[src/rtl/sflash_pkg.sv]
package sflash_pkg;

  typedef enum logic [3:0] {
    C_NONE = 4'd0,
    C_WREN = 4'd1,
    C_WRDI = 4'd2,
    C_WRSR = 4'd3,
    C_PP   = 4'd4,
    C_SE   = 4'd5,
    C_BE   = 4'd6,
    C_DP   = 4'd7,
    C_RES  = 4'd8,
    C_RDSR = 4'd9,
    C_READ = 4'd10,
    C_FAST = 4'd11,
    C_RDID = 4'd12
  } cmd_e;

  localparam int unsigned SIG_DUMMY = 3;

  function automatic cmd_e op_decode(input logic [7:0] op);
    case (op)
      8'h06:   return C_WREN;
      8'h04:   return C_WRDI;
      8'h01:   return C_WRSR;
      8'h02:   return C_PP;
      8'hD8:   return C_SE;
      8'hC7:   return C_BE;
      8'hB9:   return C_DP;
      8'hAB:   return C_RES;
      8'h05:   return C_RDSR;
      8'h03:   return C_READ;
      8'h0B:   return C_FAST;
      8'h9F:   return C_RDID;
      default: return C_NONE;
    endcase
  endfunction

  // bytes received before the first response byte is driven
  function automatic int unsigned hdr_len(input cmd_e c, input int unsigned ab);
    case (c)
      C_RDSR, C_RDID: return 1;
      C_READ:         return 1 + ab;
      C_FAST:         return 2 + ab;
      C_RES:          return 1 + SIG_DUMMY;
      default:        return 0;
    endcase
  endfunction

  // minimum bytes before a chip-select rise may commit
  function automatic int unsigned min_len(input cmd_e c, input int unsigned ab);
    case (c)
      C_WREN, C_WRDI, C_BE, C_DP, C_RES: return 1;
      C_WRSR:  return 2;
      C_SE:    return 1 + ab;
      C_PP:    return 2 + ab;
      default: return 0;
    endcase
  endfunction

  function automatic logic is_wr(input cmd_e c);
    return c inside {C_WREN, C_WRDI, C_WRSR, C_PP, C_SE, C_BE, C_DP};
  endfunction

endpackage

[src/rtl/sflash_sync.sv]
module sflash_sync #(
  parameter int STAGES = 2
) (
  input  logic clk,
  input  logic rst_n,
  input  logic cs_n,
  input  logic sck,
  input  logic mosi,
  output logic sel,
  output logic sel_fall,
  output logic sel_rise,
  output logic sck_rise,
  output logic sck_fall,
  output logic mosi_s
);
  localparam int L = STAGES - 1;

  logic [L:0] cs_p, sck_p, mo_p;
  logic cs_d, sck_d;

  always_ff @(posedge clk or negedge rst_n) begin
    if (!rst_n) begin
      cs_p  <= '1;
      sck_p <= '0;
      mo_p  <= '0;
      cs_d  <= 1'b1;
      sck_d <= 1'b0;
    end else begin
      cs_p  <= {cs_p[L-1:0], cs_n};
      sck_p <= {sck_p[L-1:0], sck};
      mo_p  <= {mo_p[L-1:0], mosi};
      cs_d  <= cs_p[L];
      sck_d <= sck_p[L];
    end
  end

  assign sel      = !cs_p[L];
  assign sel_fall = cs_d && !cs_p[L];
  assign sel_rise = !cs_d && cs_p[L];
  assign sck_rise = !sck_d && sck_p[L];
  assign sck_fall = sck_d && !sck_p[L];
  assign mosi_s   = mo_p[L];
endmodule

[src/rtl/sflash_rx.sv]
module sflash_rx #(
  parameter int CNT_W = 4
) (
  input  logic             clk,
  input  logic             rst_n,
  input  logic             sel,
  input  logic             sel_fall,
  input  logic             sck_rise,
  input  logic             mosi_s,
  output logic             byte_done,
  output logic [7:0]       byte_val,
  output logic [CNT_W-1:0] byte_idx,
  output logic [CNT_W-1:0] nbytes,
  output logic [2:0]       bit_ph
);
  localparam logic [CNT_W-1:0] SAT = '1;

  logic [6:0] sh;

  always_ff @(posedge clk or negedge rst_n) begin
    if (!rst_n) begin
      sh        <= '0;
      bit_ph    <= '0;
      nbytes    <= '0;
      byte_done <= 1'b0;
      byte_val  <= '0;
      byte_idx  <= '0;
    end else if (sel_fall) begin
      bit_ph    <= '0;
      nbytes    <= '0;
      byte_done <= 1'b0;
    end else if (sel && sck_rise) begin
      sh     <= {sh[5:0], mosi_s};
      bit_ph <= bit_ph + 3'd1;
      if (bit_ph == 3'd7) begin
        byte_done <= 1'b1;
        byte_val  <= {sh, mosi_s};
        byte_idx  <= nbytes;
        if (nbytes != SAT) nbytes <= nbytes + 1'b1;
      end else begin
        byte_done <= 1'b0;
      end
    end else begin
      byte_done <= 1'b0;
    end
  end

  assert_bits_restart_R1: assert property (@(posedge clk) disable iff (!rst_n)
    $past(sel_fall) |-> (bit_ph == 3'd0 && nbytes == '0));

endmodule

[src/rtl/sflash_ctrl.sv]
module sflash_ctrl
  import sflash_pkg::*;
#(
  parameter int ADDR_BYTES = 3,
  parameter int CNT_W      = 4,
  localparam int ADDR_W    = 8 * ADDR_BYTES
) (
  input  logic              clk,
  input  logic              rst_n,
  input  logic              sel_fall,
  input  logic              sel_rise,
  input  logic              byte_done,
  input  logic [7:0]        byte_val,
  input  logic [CNT_W-1:0]  byte_idx,
  input  logic [CNT_W-1:0]  nbytes,
  input  logic [2:0]        bit_ph,
  input  logic              busy,
  output cmd_e              cmd,
  output logic              rsp_on,
  output logic              rd_req,
  output logic [ADDR_W-1:0] rd_addr,
  output logic              pgm_valid,
  output logic [7:0]        pgm_data,
  output logic              exec_valid,
  output cmd_e              exec_cmd,
  output logic [ADDR_W-1:0] exec_addr,
  output logic [7:0]        exec_data
);
  cmd_e              cmd_q, dec;
  logic [ADDR_W-1:0] addr_q;
  logic [7:0]        wr_q;
  logic              rsp_q;
  logic              fetch, is_addr, hdr_last, commit;
  int                idx;

  always_comb begin
    idx = int'(byte_idx);
    dec = op_decode(byte_val);
    if (busy && dec != C_RDSR) dec = C_NONE;
    is_addr  = (cmd_q inside {C_READ, C_FAST, C_PP, C_SE}) && idx >= 1 && idx <= ADDR_BYTES;
    hdr_last = (idx + 1) == int'(hdr_len(cmd_q, ADDR_BYTES));
    fetch    = byte_done && (cmd_q inside {C_READ, C_FAST}) && (rsp_q || hdr_last);
    commit   = sel_rise && int'(nbytes) >= int'(min_len(cmd_q, ADDR_BYTES)) &&
               ((is_wr(cmd_q) && bit_ph == 3'd0) || cmd_q == C_RES);
  end

  always_ff @(posedge clk or negedge rst_n) begin
    if (!rst_n) begin
      cmd_q      <= C_NONE;
      addr_q     <= '0;
      wr_q       <= '0;
      rsp_q      <= 1'b0;
      rd_req     <= 1'b0;
      pgm_valid  <= 1'b0;
      pgm_data   <= '0;
      exec_valid <= 1'b0;
      exec_cmd   <= C_NONE;
      exec_addr  <= '0;
      exec_data  <= '0;
    end else begin
      rd_req     <= fetch;
      pgm_valid  <= 1'b0;
      exec_valid <= 1'b0;
      if (rd_req) addr_q <= addr_q + 1'b1;
      if (sel_fall) begin
        cmd_q <= C_NONE;
        rsp_q <= 1'b0;
      end else if (byte_done) begin
        if (idx == 0) begin
          cmd_q <= dec;
          if (hdr_len(dec, ADDR_BYTES) == 1) rsp_q <= 1'b1;
        end else begin
          if (is_addr) addr_q <= {addr_q[ADDR_W-9:0], byte_val};
          if (cmd_q == C_WRSR && idx == 1) wr_q <= byte_val;
          if (cmd_q == C_PP && idx > ADDR_BYTES) begin
            pgm_valid <= 1'b1;
            pgm_data  <= byte_val;
          end
          if (hdr_last && cmd_q != C_NONE) rsp_q <= 1'b1;
        end
      end
      if (commit) begin
        exec_valid <= 1'b1;
        exec_cmd   <= cmd_q;
        exec_addr  <= addr_q;
        exec_data  <= wr_q;
      end
    end
  end

  assign cmd     = cmd_q;
  assign rsp_on  = rsp_q;
  assign rd_addr = addr_q;

  assert_exec_at_release_R7: assert property (@(posedge clk) disable iff (!rst_n)
    exec_valid |-> $past(sel_rise));

  assert_exec_on_boundary_R8: assert property (@(posedge clk) disable iff (!rst_n)
    (exec_valid && exec_cmd != C_RES) |-> $past(bit_ph) == 3'd0);

  assert_fetch_only_reads_R11: assert property (@(posedge clk) disable iff (!rst_n)
    rd_req |-> (cmd_q == C_READ || cmd_q == C_FAST));

  assert_pgm_only_program_R10: assert property (@(posedge clk) disable iff (!rst_n)
    pgm_valid |-> cmd_q == C_PP);

  assert_unknown_silent_R12: assert property (@(posedge clk) disable iff (!rst_n)
    $past(cmd_q == C_NONE) |-> !(rd_req || pgm_valid || exec_valid));

endmodule

[src/rtl/sflash_tx.sv]
module sflash_tx
  import sflash_pkg::*;
#(
  parameter logic [23:0] DEV_ID = 24'hC22013,
  parameter logic [7:0]  SIG    = 8'h11
) (
  input  logic       clk,
  input  logic       rst_n,
  input  logic       sel,
  input  logic       sel_fall,
  input  logic       sck_fall,
  input  logic       rsp_on,
  input  cmd_e       cmd,
  input  logic [2:0] bit_ph,
  input  logic       busy,
  input  logic [6:0] st_flags,
  input  logic       rd_req,
  input  logic [7:0] rd_data,
  output logic       dout,
  output logic       oe
);
  logic [7:0] sh, hold, nxt;
  logic       pend;
  logic [1:0] outc;

  always_comb begin
    case (cmd)
      C_RDSR: nxt = {st_flags, busy};
      C_RES:  nxt = SIG;
      C_READ, C_FAST: nxt = hold;
      C_RDID: begin
        case (outc)
          2'd0:    nxt = DEV_ID[23:16];
          2'd1:    nxt = DEV_ID[15:8];
          2'd2:    nxt = DEV_ID[7:0];
          default: nxt = 8'h00;
        endcase
      end
      default: nxt = 8'h00;
    endcase
  end

  always_ff @(posedge clk or negedge rst_n) begin
    if (!rst_n) begin
      sh   <= '0;
      hold <= '0;
      pend <= 1'b0;
      outc <= '0;
      oe   <= 1'b0;
    end else begin
      pend <= rd_req;
      if (pend) hold <= rd_data;
      if (sel_fall) begin
        oe   <= 1'b0;
        outc <= '0;
      end else if (!sel) begin
        oe <= 1'b0;
      end else if (sck_fall && rsp_on) begin
        if (bit_ph == 3'd0) begin
          sh <= nxt;
          oe <= 1'b1;
          if (outc != 2'd3) outc <= outc + 2'd1;
        end else begin
          sh <= {sh[6:0], 1'b0};
        end
      end
    end
  end

  assign dout = sh[7];

  assert_dout_on_fall_R6: assert property (@(posedge clk) disable iff (!rst_n)
    (oe && $past(oe) && !$past(sck_fall)) |-> $stable(dout));

endmodule

[src/rtl/sflash_front.sv]
module sflash_front
  import sflash_pkg::*;
#(
  parameter int          ADDR_BYTES  = 3,
  parameter int          SYNC_STAGES = 2,
  parameter logic [23:0] DEV_ID      = 24'hC22013,
  parameter logic [7:0]  SIG         = 8'h11,
  localparam int         ADDR_W      = 8 * ADDR_BYTES,
  localparam int         CNT_W       = $clog2(ADDR_BYTES + 3) + 1
) (
  input  logic              clk,
  input  logic              rst_n,
  input  logic              cs_n,
  input  logic              sck,
  input  logic              mosi,
  output logic              dout,
  output logic              dout_oe,
  input  logic              busy,
  input  logic [6:0]        st_flags,
  output logic              rd_req,
  output logic [ADDR_W-1:0] rd_addr,
  input  logic [7:0]        rd_data,
  output logic              pgm_valid,
  output logic [7:0]        pgm_data,
  output logic              exec_valid,
  output logic [3:0]        exec_cmd,
  output logic [ADDR_W-1:0] exec_addr,
  output logic [7:0]        exec_data
);
  logic             sel, sel_fall, sel_rise, sck_rise, sck_fall, mosi_s;
  logic             byte_done, rsp_on;
  logic [7:0]       byte_val;
  logic [CNT_W-1:0] byte_idx, nbytes;
  logic [2:0]       bit_ph;
  cmd_e             cmd, exec_c;

  sflash_sync #(.STAGES(SYNC_STAGES)) u_sync (
    .clk(clk), .rst_n(rst_n), .cs_n(cs_n), .sck(sck), .mosi(mosi),
    .sel(sel), .sel_fall(sel_fall), .sel_rise(sel_rise),
    .sck_rise(sck_rise), .sck_fall(sck_fall), .mosi_s(mosi_s)
  );

  sflash_rx #(.CNT_W(CNT_W)) u_rx (
    .clk(clk), .rst_n(rst_n), .sel(sel), .sel_fall(sel_fall),
    .sck_rise(sck_rise), .mosi_s(mosi_s), .byte_done(byte_done),
    .byte_val(byte_val), .byte_idx(byte_idx), .nbytes(nbytes), .bit_ph(bit_ph)
  );

  sflash_ctrl #(.ADDR_BYTES(ADDR_BYTES), .CNT_W(CNT_W)) u_ctrl (
    .clk(clk), .rst_n(rst_n), .sel_fall(sel_fall), .sel_rise(sel_rise),
    .byte_done(byte_done), .byte_val(byte_val), .byte_idx(byte_idx),
    .nbytes(nbytes), .bit_ph(bit_ph), .busy(busy), .cmd(cmd), .rsp_on(rsp_on),
    .rd_req(rd_req), .rd_addr(rd_addr), .pgm_valid(pgm_valid),
    .pgm_data(pgm_data), .exec_valid(exec_valid), .exec_cmd(exec_c),
    .exec_addr(exec_addr), .exec_data(exec_data)
  );

  sflash_tx #(.DEV_ID(DEV_ID), .SIG(SIG)) u_tx (
    .clk(clk), .rst_n(rst_n), .sel(sel), .sel_fall(sel_fall),
    .sck_fall(sck_fall), .rsp_on(rsp_on), .cmd(cmd), .bit_ph(bit_ph),
    .busy(busy), .st_flags(st_flags), .rd_req(rd_req), .rd_data(rd_data),
    .dout(dout), .oe(dout_oe)
  );

  assign exec_cmd = exec_c;

  assert_oe_off_deselected_R6: assert property (@(posedge clk) disable iff (!rst_n)
    (!sel && $past(!sel)) |-> !dout_oe);

endmodule

[config.mk]
export PLATFORM = sky130hd
export DESIGN_NAME = sflash_front
export DESIGN_NICKNAME = d
export VERILOG_FILES = /design/src/rtl/sflash_pkg.sv /design/src/rtl/sflash_sync.sv /design/src/rtl/sflash_rx.sv /design/src/rtl/sflash_ctrl.sv /design/src/rtl/sflash_tx.sv /design/src/rtl/sflash_front.sv
export SDC_FILE = /design/constraint.sdc
export NUM_CORES = 1
export LEC_CHECK = 0
export ABC_AREA = 0
export CELL_PAD_IN_SITES_DETAIL_PLACEMENT = 1
export CELL_PAD_IN_SITES_GLOBAL_PLACEMENT = 1
export CORE_MARGIN = 1.5
export CORE_UTILIZATION = 40
export DETAILED_ROUTE_END_ITERATION = 8
export DONT_BUFFER_PORTS = 1
export PLACE_DENSITY_LB_ADDON = 0.1
export SETUP_SLACK_MARGIN = 0.2
export SLEW_MARGIN = 20
export SYNTH_ARGS = -nofsm -noshare
export SYNTH_HDL_FRONTEND = slang
export SYNTH_HIERARCHICAL = 1
export SYNTH_SLANG_ARGS = --single-unit
[constraint.sdc]
create_clock -name clk -period 3.9 [get_ports clk]
set_clock_uncertainty 0.05 [all_clocks]
set_input_delay 0.78 -clock clk [delete_from_list [all_inputs] [get_ports clk]]
set_output_delay 0.78 -clock clk [all_outputs]
set_load 0.01 [all_outputs]
==> flow_metrics.env, run 1 <==
export IMPL_run_status="finished, final reports clean"
export IMPL_clock_sinks=139
export IMPL_number_of_antenna_violations_at_the_first_check_in_global_routing=0
export IMPL_diodes=0
export IMPL_postLayoutCellArea_um2=7516
export IMPL_design_final_nets=612
export IMPL_avgSynthCellArea_um2=11.79
export IMPL_worstSetupStartpointType="flop"
export IMPL_power_leakage_nw=3.534
export IMPL_finalSetupViolCount=0
export IMPL_post_route_min_period_ps=3175
export IMPL_dpl_instance_area_um2=6867
export IMPL_global_route_met2_utilization_pct=30.63
export IMPL_hold_ws_ps=137.1
export IMPL_cts_inserted_buffers=17
export IMPL_hp_class="primary input to async pin"
export IMPL_rr_startpoint="u_ctrl/cmd[1]"
export IMPL_clk_latency_ps=420
export IMPL_synth_net_count=611
export IMPL_grt_first_pass_wirelength_mm=26.25
export IMPL_unique_masters_post_synth=65
export IMPL_drc_errors=0
export IMPL_avgRoutedWirePerCell_um=19.89
export IMPL_crit_path_max_fanout=37
export IMPL_synth_enable_flop_cells=0
export IMPL_worst_endpoint_required_ps=4150
export IMPL_worst_ep_arrival_time_ps=3420
export IMPL_syn2layout_area_growth_pct=12.22
export IMPL_placement_rows=47
export IMPL_power_density_nw_per_um2=435.9
export IMPL_routed_wirelength_mm=15.95
export IMPL_grtUsageTotal_pct=18.99
export IMPL_layout_drive_gt1_share_pct=22.51
export IMPL_ir_drop_v=0.0002865
export IMPL_via_count_of_the_first_global_routing_pass=4712
export IMPL_detail_route_first_pass_iterations=4
export IMPL_final_antenna_net_count=0
export IMPL_r2r_end="u_ctrl/exec_addr[15]"
export IMPL_synth_ff_latch_count=139
export IMPL_synth_cell_area_um2=6698
export IMPL_routed_via_count=4399
export IMPL_cap_violations=0
export IMPL_timing_final_max_slew_violations=0
export IMPL_cts_htree_levels=4
export IMPL_floorplan_die_area_um2=17530
export IMPL_endpoint_kind="flop"
export IMPL_dp_hpwl_mm=10.37
export IMPL_fmax_mhz=315.0
export IMPL_fin_ws_ps=725.4
export IMPL_dp_worst_setup_slack_ps=723.2
export IMPL_yosys_warnings=6
export IMPL_met3_usage_grt_pct=5.306
export IMPL_yosys_most_used_dff="dfrtp_1"
export IMPL_postCtsSetupRepairBufs=0
export IMPL_clock_path_buffers=2
export IMPL_setup_tns_ps=0
export IMPL_port_buffers=0
export IMPL_async_reset_ff_share_pct=100.0
export IMPL_starting_density_pct=40.68
export IMPL_cts_tree="yes"
export IMPL_grt_busiest_layer="met2"
export IMPL_clk_root_buffer_cell="clkbuf_16"
export IMPL_seq_area_frac_synth_pct=51.99
export IMPL_gpl_final_weighted_congestion=0.7894
export IMPL_layout_cells_most_common_list="dfrtp_1 (136), mux2_2 (54), nor2_1 (50)"
export IMPL_via_density_per_instance=5.485
export IMPL_final_report_hold_violation_count=0
export IMPL_core_um2=16470
export IMPL_slew_at_the_pin_closest_to_its_max_slew_limit_ps=756.3
export IMPL_detail_route_iter0_violations=158
export IMPL_clock_input_transition_at_the_sequential_cells_of_the_worst_setup_and_hold_paths_ps=60
export IMPL_r2r_slack_ps=730
export IMPL_slew_headroom_pct=49.31
export IMPL_r2r_worst_path_cells=10
export IMPL_grt_ovfl_total=0
export IMPL_num_io_pins=94
export IMPL_die_x_um=132.4
export IMPL_layout_cells_most_common="dfrtp_1"
export IMPL_criticalPathCategory="flop to flop"
export IMPL_grt_start_max_net_pins=140
export IMPL_fp_dieH_um=132.4
export IMPL_fin_crit_sh_pct=81.40
export IMPL_power_total_mw=3.276
export IMPL_setup_repair_after_global_routing_missed_its_margin="no"
export IMPL_postSynthCellCount=568
export IMPL_globalRouteMet1Util_pct=24.62
-- cells by family after synthesis --
family | after synthesis | synth area share (%)
AND/OR/NAND/NOR | 162 | 13.90
flip-flops | 139 | 51.99
AO/OA/AOI/OAI | 95 | 8.668
multiplexers | 82 | 14.78
buffers and inverters | 41 | 3.026
XOR/XNOR | 27 | 3.531
adder cells (fa/ha/maj) | 22 | 4.110
-- worst max-delay path by stage --
| stage | from | to | slack, ps | depth (start not counted) |
|---|---|---|---|---|
| floorplan | u_ctrl/cmd[0] | u_ctrl/exec_addr[0] | 1350 | 10 |
| global placement | u_ctrl/cmd[1] | u_ctrl/exec_data[2] | 920 | 10 |
| detailed placement | u_ctrl/cmd[1] | u_ctrl/exec_addr[0] | 720 | 10 |
| CTS | u_ctrl/cmd[1] | u_ctrl/exec_addr[0] | 700 | 10 |
| global route | u_ctrl/cmd[1] | u_ctrl/exec_addr[15] | 530 | 10 |
| finish | u_ctrl/cmd[1] | u_ctrl/exec_addr[15] | 730 | 10 |
-- worst max-delay path, stage by stage (launching register included) --
cell,delay [ps]
dfrtp_1,660
inv_1,190
ha_1,310
nand2_1,170
o21ai_0,130
ha_1,290
o21ai_0,80
a21o_1,200
a21oi_4,100
buf_4,430
mux2_2,410
-- synthesized netlist by cell type, drive strengths merged (5+ instances only) --
master,instances,area (um^2)
or3,5,36.28
dfrtp,136,3403
a22o,8,70.07
nand4,8,65.06
inv,17,66.32
nor2b,5,31.28
nor4,10,113.9
mux2,78,949.7
nand3,17,97.60
a21oi,40,204.0
nand2b,9,56.30
xor2,17,148.9
buf,13,95.09
xnor2,10,87.58
clkbuf,11,41.29
nand2,25,98.84
nor3,8,50.05
o21ai,21,105.1
and3,7,50.05
ha,22,275.3
nor2,50,187.7
-- power by group --
part           switching, mW  internal (mW)
Clock                  0.637          0.945
Combinational         0.0752         0.0734
Sequential            0.0475           1.50
Total                  0.759           2.52
-- registers in the layout, indices dropped and copies added (netlist names), 4 cells and up --
register          flops
u_rx/nbytes           4
u_ctrl/cmd            4
u_ctrl/wr_q           8
u_ctrl/exec_addr     24
u_ctrl/exec_cmd       4
u_tx/sh               8
u_tx/hold             8
u_ctrl/exec_data      8
u_ctrl/rd_addr       24
u_rx/byte_idx         4
u_rx/byte_val         8
u_rx/sh               7
u_ctrl/pgm_data       8
-- timing repair --
action | CTS | global route
gates resized for setup | 0 | 0
endpoints found under the hold margin | 136 | 67
endpoints found under the setup margin | 0 | 0
-- metal layers --
metal	routed length (um)	share of wire (%)	up-vias
met5	0	0	-
met4	184	1.2	0
met3	803	5.0	14
met2	7515	47	91
met1	7451	47	2268
li1	-	-	2026
-- cell type report --
cell class | instances | area [um^2]
Clock buffer | 19 | 432.9
Clock inverter | 13 | 141.4
Fill cell | 1740 | 8950
Inverter | 17 | 66.31
Multi-Input combinational cell | 388 | 3020
Sequential cell | 139 | 3482
Tap cell | 220 | 275.3
Timing Repair Buffer | 6 | 97.59
-- metrics by stage --
step | util (%) | instances
floorplan | - | 568
global placement | 41.70 | 767
detailed placement | 41.70 | 767
CTS | 45.19 | 799
global route | 45.65 | 802
finish | 45.65 | 802
No activity file was read; power rests on OpenSTA's default activity.
==> inputs of run 2 (changes only) <==
clock period = 2.7 ns   (was 3.9 ns; I/O delays follow)
==> run 2 against run 1 <==
Against the previous run: the run now ends with negative hold slack left; final area is 5.8% higher; non-clock buffer count increased by 21; sequential share of layout area fell by 2.6 points; worst setup slack worse by 480 ps; sequential cell count is the same; register-to-register slack worse by 480 ps; core utilization is 2.7 points higher; first-iteration DRC count up 23%; count of clock-buffer cells in the layout is 2 lower; total power up 50%; largest power group unchanged.
==> flow_metrics.env, run 2 (same netlist as run 1, synthesis figures left out) <==
export IMPL_run_status="complete, but fails checks"
export IMPL_failing_checks="negative hold slack"
export IMPL_post_route_min_period_ps=2459
export IMPL_switching_power_mw=1.093
export IMPL_worstSetupStartpointType="flop"
export IMPL_syn2layout_area_growth_pct=18.76
export IMPL_slew_at_the_pin_closest_to_its_max_slew_limit_ps=595.7
export IMPL_setup_repair_after_global_routing_missed_its_margin="yes"
export IMPL_worstPathBufferInverterCount=3
export IMPL_crit_path_top_delay_cell="dfrtp_1"
export IMPL_layoutNonFillerInstCount=823
export IMPL_via_count_of_the_first_global_routing_pass=4786
export IMPL_detail_route_iter0_violations=195
export IMPL_routed_via_count=4468
export IMPL_cts_tree="yes"
export IMPL_r2r_slack_ps=240
export IMPL_layout_cells_most_common="dfrtp_1"
export IMPL_crit_path_max_fanout=6
export IMPL_placement_rows=47
export IMPL_cts_inserted_buffers=17
export IMPL_clk_latency_ps=430
export IMPL_path_delay_family="compound AO/OA/AOI/OAI gates"
export IMPL_gpl_final_weighted_congestion=0.7625
export IMPL_worst_ep_arrival_time_ps=2720
export IMPL_fin_crit_sh_pct=91.07
export IMPL_design_final_nets=633
export IMPL_pwr_share_comb_pct=3.3
export IMPL_layout_cells_most_common_list="dfrtp_1 (136), mux2_4 (51), nor2_1 (50)"
export IMPL_floorplan_die_area_um2=17530
export IMPL_dp_cells=777
export IMPL_timing_final_max_slew_violations=0
export IMPL_hp_class="primary input to async pin"
export IMPL_number_of_antenna_violations_at_the_first_check_in_global_routing=0
export IMPL_postLayoutCellArea_um2=7954
export IMPL_critical_path_most_common_cell="o21ai_1"
export IMPL_fp_dieH_um=132.4
export IMPL_diodes=0
export IMPL_via_density_per_instance=5.429
export IMPL_power_density_nw_per_um2=618.4
export IMPL_r2r_end="u_ctrl/exec_addr[3]"
export IMPL_clock_power_share_pct=51.4
export IMPL_drc_errors=0
export IMPL_clk_root_buffer_cell="clkbuf_16"
export IMPL_ir_drop_v=0.0004570
export IMPL_grtUsageTotal_pct=19.42
export IMPL_crit_chain="inv_2 -> ha_4 -> mux2i_1 -> o21ai_1 -> ha_1 -> o21ai_1 -> a21o_1 -> a21oi_4 -> buf_6 -> clkbuf_16 -> mux2_4"
export IMPL_cts_htree_levels=4
export IMPL_slew_headroom_pct=59.98
export IMPL_port_buffers=0
export IMPL_hold_ws_ps=-241.7
export IMPL_clock_input_transition_at_the_sequential_cells_of_the_worst_setup_and_hold_paths_ps=60
export IMPL_cell_internal_pwr_mw=3.826
export IMPL_fillerInstances=1736
export IMPL_final_report_hold_violation_count=139
export IMPL_dp_hpwl_mm=10.58
export IMPL_criticalPathCategory="flop to flop"
export IMPL_die_x_um=132.4
export IMPL_fmax_mhz=406.7
export IMPL_grt_start_max_net_pins=140
export IMPL_clock_path_buffers=2
export IMPL_cp_slowest_stage_delay_ps=400
export IMPL_final_antenna_net_count=0
export IMPL_cap_violations=0
export IMPL_worst_endpoint_required_ps=2960
export IMPL_endpoint_kind="flop"
export IMPL_clock_sinks=139
export IMPL_grt_first_pass_wirelength_mm=26.48
export IMPL_rr_startpoint="u_ctrl/cmd[1]"
export IMPL_num_io_pins=94
export IMPL_starting_density_pct=40.68
export IMPL_seq_power_share_pct=45.4
export IMPL_routed_wirelength_mm=16.83
export IMPL_dpl_instance_area_um2=6967
export IMPL_p_sw_share_pct=22.23
export IMPL_layout_drive_gt1_share_pct=27.53
export IMPL_power_leakage_nw=3.715
export IMPL_grt_ovfl_total=0
export IMPL_finalSetupViolCount=0
export IMPL_setup_tns_ps=0
export IMPL_detail_route_first_pass_iterations=4
export IMPL_avgRoutedWirePerCell_um=20.45
export IMPL_core_um2=16470
export IMPL_r2r_worst_path_cells=11
run 2: changes by cell type in the layout (fill, tap and decap cells not counted), sizes merged:
cell,previous run,this run
inv,20,21
clkinv,5,6
clkbuf,19,20
clkinvlp,3,1
buf,6,24
bufinv,2,4
run 2: area by class of cell:
| type | count | area [um^2] | share of cell area [%] |
|---|---|---|---|
| Clock inverter | 15 | 214.0 | 2.690 |
| Sequential cell | 139 | 3482 | 43.78 |
| Clock buffer | 17 | 425.4 | 5.348 |
| Timing Repair Buffer | 27 | 319.1 | 4.011 |
| Multi-Input combinational cell | 388 | 3172 | 39.88 |
| Inverter | 17 | 66.31 | 0.8337 |
| Tap cell | 220 | 275.3 | 3.461 |
run 2: repair_timing:
action,in CTS,in global routing
pin swaps,0,3
setup buffers,4,6
endpoints found under the setup margin,33,41
resized for setup,5,43
endpoints found under the hold margin,139,139
cloned,1,3
run 2: power groups by stage:
stage          Combinational (mW)  Sequential, mW  Clock, mW
2_1_floorplan               0.144            2.25          0
3_3_place_gp                0.156            2.27          0
3_5_place_dp                0.159            2.27          0
4_1_cts                     0.162            2.23       2.59
5_1_grt                     0.178            2.24       2.68
6_report                    0.161            2.23       2.53
run 2: worst max-delay path by stage:
stage | start | to | cells after the start
2_1_floorplan | u_ctrl/cmd[0] | u_ctrl/exec_addr[0] | 10
3_3_place_gp | u_ctrl/cmd[1] | u_ctrl/exec_addr[23] | 10
3_5_place_dp | u_ctrl/cmd[1] | u_ctrl/exec_addr[16] | 10
4_1_cts | u_ctrl/cmd[1] | u_ctrl/exec_addr[14] | 11
5_1_grt | u_ctrl/cmd[1] | u_ctrl/exec_addr[15] | 11
6_report | u_ctrl/cmd[1] | u_ctrl/exec_addr[3] | 11
run 2: per-stage QoR:
step                hold WS [ps]  util [%]  setup WS (ps)  total power [mW]
CTS                       -263.6     46.61          212.0             4.979
finish                    -241.7     48.31          241.2             4.919
global placement           198.0     42.31          262.1             2.423
global route              -263.8     48.31          122.4             5.099
detailed placement         198.0     42.31          163.7             2.429
floorplan                  194.4         -          217.0             2.393
run 2: per-layer routing:
metal  vias to the layer above  routed length [um]  track usage, %
met2                        90                7959           31.24
met3                        13                 859           5.613
li1                       2068                   -               -
met5                         -                   0               0
met1                      2297                7797           25.04
met4                         0                 214           6.960
